File: config.mk
export PLATFORM = sky130hd
export DESIGN_NAME = vcursor_row
export DESIGN_NICKNAME = d
export VERILOG_FILES = /design/src/rtl/vrow_pkg.sv /design/src/rtl/vrow_clamp.sv /design/src/rtl/vrow_step.sv /design/src/rtl/vrow_src_mux.sv /design/src/rtl/vcursor_row.sv
export SDC_FILE = /design/constraint.sdc
export NUM_CORES = 1
export LEC_CHECK = 0
export CAP_MARGIN = 20
export CORE_MARGIN = 3
export CORE_UTILIZATION = 40
export CTS_CLUSTER_SIZE = 40
export DETAILED_ROUTE_END_ITERATION = 6
export PLACE_DENSITY = 0.77
export REMOVE_ABC_BUFFERS = 1
export SYNTH_ARGS = -nofsm -noshare
export SYNTH_HDL_FRONTEND = slang
export SYNTH_SLANG_ARGS = --single-unit
File: constraint.sdc
create_clock -name clk_i -period 1.9 [get_ports clk_i]
set_clock_uncertainty 0.05 [all_clocks]
set_input_delay 0.38 -clock clk_i [delete_from_list [all_inputs] [get_ports clk_i]]
set_output_delay 0.38 -clock clk_i [all_outputs]
set_load 0.01 [all_outputs]
File: src/rtl/vrow_pkg.sv
package vrow_pkg;
  typedef enum logic [1:0] {
    SRC_HOLD = 2'd0,
    SRC_ZERO = 2'd1,
    SRC_LAST = 2'd2,
    SRC_ADDR = 2'd3
  } vrow_src_e;
endpackage

File: src/rtl/vrow_clamp.sv
module vrow_clamp #(
  parameter int NUM_ROWS = 24,
  parameter int ROW_W    = $clog2(NUM_ROWS)
) (
  input  logic [ROW_W-1:0] val_i,
  output logic [ROW_W-1:0] val_o
);
  localparam logic [ROW_W-1:0] ROW_MAX = ROW_W'(NUM_ROWS - 1);

  always_comb val_o = (val_i > ROW_MAX) ? ROW_MAX : val_i;
endmodule

File: src/rtl/vrow_step.sv
module vrow_step #(
  parameter int NUM_ROWS = 24,
  parameter int ROW_W    = $clog2(NUM_ROWS)
) (
  input  logic [ROW_W-1:0] row_i,
  input  logic             dir_dn_i,
  output logic [ROW_W-1:0] nxt_o
);
  localparam logic [ROW_W-1:0] ROW_MAX = ROW_W'(NUM_ROWS - 1);
  localparam logic [ROW_W-1:0] ROW_MIN = '0;
  localparam logic [ROW_W-1:0] ONE     = ROW_W'(1);

  logic at_end;

  // end-of-range carry steers the wrap value instead of the adder
  always_comb begin
    at_end = dir_dn_i ? (row_i == ROW_MIN) : (row_i == ROW_MAX);
    if (at_end)        nxt_o = dir_dn_i ? ROW_MAX : ROW_MIN;
    else if (dir_dn_i) nxt_o = row_i - ONE;
    else               nxt_o = row_i + ONE;
  end
endmodule

File: src/rtl/vrow_src_mux.sv
module vrow_src_mux
  import vrow_pkg::*;
#(
  parameter int NUM_ROWS = 24,
  parameter int ROW_W    = $clog2(NUM_ROWS)
) (
  input  logic             page_i,
  input  logic             home_i,
  input  logic             pos_i,
  input  logic [ROW_W-1:0] row_val_i,
  input  logic [ROW_W-1:0] last_line_i,
  input  logic [ROW_W-1:0] cur_i,
  output vrow_src_e        src_o,
  output logic [ROW_W-1:0] ld_val_o
);
  localparam int NSRC = 2;

  logic [ROW_W-1:0] raw [NSRC];
  logic [ROW_W-1:0] lim [NSRC];

  assign raw[0] = row_val_i;
  assign raw[1] = last_line_i;

  for (genvar g = 0; g < NSRC; g++) begin : g_clamp
    vrow_clamp #(.NUM_ROWS(NUM_ROWS), .ROW_W(ROW_W)) u_clamp (
      .val_i(raw[g]),
      .val_o(lim[g])
    );
  end

  // home outranks addressing; addressing is page-mode only
  always_comb begin
    if (home_i)               src_o = page_i ? SRC_ZERO : SRC_LAST;
    else if (pos_i && page_i) src_o = SRC_ADDR;
    else                      src_o = SRC_HOLD;
  end

  always_comb begin
    unique case (src_o)
      SRC_ZERO: ld_val_o = '0;
      SRC_LAST: ld_val_o = lim[1];
      SRC_ADDR: ld_val_o = lim[0];
      default:  ld_val_o = cur_i;
    endcase
  end
endmodule

File: src/rtl/vcursor_row.sv
module vcursor_row
  import vrow_pkg::*;
#(
  parameter int NUM_ROWS = 24,
  parameter int ROW_W    = $clog2(NUM_ROWS)
) (
  input  logic             clk_i,
  input  logic             rst_ni,
  input  logic             cnt_en_i,
  input  logic             ld_en_i,
  input  logic             dir_dn_i,
  input  logic             page_i,
  input  logic             home_i,
  input  logic             pos_i,
  input  logic [ROW_W-1:0] row_val_i,
  input  logic [ROW_W-1:0] last_line_i,
  output logic [ROW_W-1:0] row_o,
  output logic             at_min_o,
  output logic             at_max_o
);
  localparam logic [ROW_W-1:0] ROW_MAX = ROW_W'(NUM_ROWS - 1);

  logic [ROW_W-1:0] row_q, row_d, step_val, ld_val;
  vrow_src_e        src;

  vrow_step #(.NUM_ROWS(NUM_ROWS), .ROW_W(ROW_W)) u_step (
    .row_i   (row_q),
    .dir_dn_i(dir_dn_i),
    .nxt_o   (step_val)
  );

  vrow_src_mux #(.NUM_ROWS(NUM_ROWS), .ROW_W(ROW_W)) u_mux (
    .page_i     (page_i),
    .home_i     (home_i),
    .pos_i      (pos_i),
    .row_val_i  (row_val_i),
    .last_line_i(last_line_i),
    .cur_i      (row_q),
    .src_o      (src),
    .ld_val_o   (ld_val)
  );

  always_comb begin
    if (ld_en_i)       row_d = ld_val;
    else if (cnt_en_i) row_d = step_val;
    else               row_d = row_q;
  end

  always_ff @(posedge clk_i or negedge rst_ni) begin
    if (!rst_ni) row_q <= '0;
    else         row_q <= row_d;
  end

  assign row_o    = row_q;
  assign at_min_o = (row_q == '0);
  assign at_max_o = (row_q == ROW_MAX);
endmodule

==> run summary, run 1 <==
largest net degree at the start of global routing = 9
Leak = 0.449 nW
WL per Instance = 14.5 µm
Mapped Area = 563 µm²
Max Cap Viol = 0
placed insts = 122
final WL = 1870 µm
CTS root buffer = clkbuf_4
routing usage on met2 = 34.2%
H-tree levels = 1
IO buf count = 24
total track usage = 20.3%
Post-synth EDFFs = 0
Synth Warn # = 0
# DRC = 0
Die Wd = 43.5 µm
max-slew violations = 0
Post-DP Area = 918 µm²
met3 Resource Use GR = 2.49%
Starting Density = 46.3%
top-count cell post-synth = nand3_1
cts hold-fix bufs = 0
Hold Path Class = input port to asynchronous set/reset pin
# fillers = 83
Setup-failing EPs final = 0
Inserted Clock Buffers = 3
Max-slew headroom = 76.4%
Routability Congestion = 0.897
Layout area overhead = 77.1%
worst skew pair latency = 0.24 ns
total grt overflow = 0
Syn Area/Cell = 7.93 µm²
number of diodes = 0
clock buffer depth = 2
period utilization = 96.2%
Detail Placement HPWL = 1390 µm
clock sink total = 5
max reg flops = 5
via/cell ratio = 5.95
Synth Flop Type = dfrtp_1
antenna viol nets, final = 0
vias in the first global route = 700
vias = 767
Tightest Pin Transition = 0.353 ns
crit start category = register
core box area = 0.00122 mm²
asr flop ratio synth = 100%
GRT Max-Usage Layer = met2
cells after synthesis = 71
post-synth top area share = 22.2%
worst path required time = 2.01 ns
sequential fraction of the synthesis area = 22.2%
final-stage net count = 139
cell accounting for the most synthesized area = dfrtp_1
first-pass GRT wire length = 2910 µm
FP Rows = 12
worst-path maximum fanout = 4
share of cells above drive strength 1 = 26.1%
FF/Latch Area = 125 µm²
cell area after layout = 997 µm²
antenna violations before repair = 0
Iteration-0 DRC Markers = 35
fmax = 0.547 GHz
Synth top cells by count = nand3_1 (8), a21oi_1 (6), nand2_1 (6)
CP endpoint kind = register
chip height = 43.5 µm
Die Footprint = 0.00189 mm²
data arrival time of the critical path = 1.93 ns
Max rail drop VDD = 451 µV
Yosys cell types = 29
io pins = 25
Pwr Total = 0.809 mW
DRT Pass-1 Iters = 4
multi-input logic area = 453 µm²
Final Hold Fails = 0
leading post-synthesis cells by cell area = dfrtp_1 (22%), ha_1 (8.9%), nand3_1 (7.1%), a21oi_1 (5.3%), o21ai_0 (4.4%)
Clk pin slew, worst setup/hold paths = 0.05 ns
Crit Path Category = register to register
CTS tree = built
power per cell area = 811 mW/mm²
final core utilization = 82.0%
outcome = finished clean
met1 Use GR = 26.9%
flops & latches, synth = 5
min cycle time layout = 1.83 ns
Layout Cells excl Fill = 129
-- critical path, cell delays in order (launching register included) --
cell and delay (ns):
dfrtp_1 0.41, buf_4 0.15, buf_4 0.13, fa_2 0.36
nand3_2 0.09, a21oi_1 0.08, or2_2 0.30, o211ai_1 0.17
-- cells by family after synthesis --
kind of cell               count (synthesis)  share of synthesized area (%)
adders and majority gates                  5                           12.4
AOI/OAI and AO/OA                         26                           31.8
buffers and inverters                      4                           2.67
DFF                                        5                           22.2
xor gates and xnor gates                   1                           1.56
and+or+nand+nor                           30                           29.3
-- timing repair --
| item | 4_1_cts | 5_1_grt |
|---|---|---|
| resized for setup | 11 | 6 |
| buffers inserted | 3 | 0 |
| setup endpoints to repair | 7 | 4 |
| pin swaps | 2 | 6 |
-- cell type report --
class | count | share of cell area, %
flip-flops and latches | 5 | 12.5
inverters | 4 | 1.51
clock buffers | 4 | 2.63
repair buffers | 40 | 36.1
multi-input cells | 62 | 45.4
well taps | 14 | 1.76
-- placed cells by master (no fill, tap or decap), types with 3 or more instances in the layout --
cell type / count
a21oi_1: 5
a31oi_1: 3
buf_4: 15
clkbuf_4: 3
clkdlybuf4s50_1: 18
dfrtp_1: 5
dlygate4sd2_1: 5
ha_1: 3
inv_1: 4
nand2_1: 5
nand3_1: 7
nor2_1: 3
o21ai_0: 3
-- where the power goes --
part	switching, mW	internal (mW)
clock network	0.0441	0.0794
registers	0.0459	0.140
logic	0.219	0.280
-- per-stage QoR --
step | hold slack, ns | worst slack [ns] | setup TNS, ns
2_1_floorplan | 0.0344 | 0.235 | 0
3_3_place_gp | 0.559 | -0.349 | -1.49
3_5_place_dp | 0.559 | -0.449 | -1.93
4_1_cts | 0.313 | 0.0185 | 0
5_1_grt | 0.338 | -0.0194 | -0.0194
6_report | 0.308 | 0.0719 | 0
-- worst paths after layout --
check                                startpoint              endpoint  slack [ns]  cells after the start
max                        row_o[0]$_DFFE_PN0P_  row_o[4]$_DFFE_PN0P_        0.07                      7
min                                      rst_ni  row_o[4]$_DFFE_PN0P_        0.31                      1
min reg2reg                row_o[2]$_DFFE_PN0P_  row_o[2]$_DFFE_PN0P_        0.59                      2
max in group asynchronous                rst_ni  row_o[2]$_DFFE_PN0P_        1.31                      1
min in group clk_i         row_o[2]$_DFFE_PN0P_  row_o[2]$_DFFE_PN0P_        0.59                      2
max reg2reg                row_o[0]$_DFFE_PN0P_  row_o[4]$_DFFE_PN0P_        0.07                      7
-- per-layer routing --
layer,wire (µm),part of all wire (%)
met1,741,40
met2,948,51
met3,182,9.7
met4,0,0
met5,0,0
Power figures use the tool's default switching activity.
==> inputs of run 2 (changes only) <==
Settings changed: REMOVE_ABC_BUFFERS 1 to unset.
==> results of run 2 <==
Final layout, timing and power as in run 1 (identical DEF).
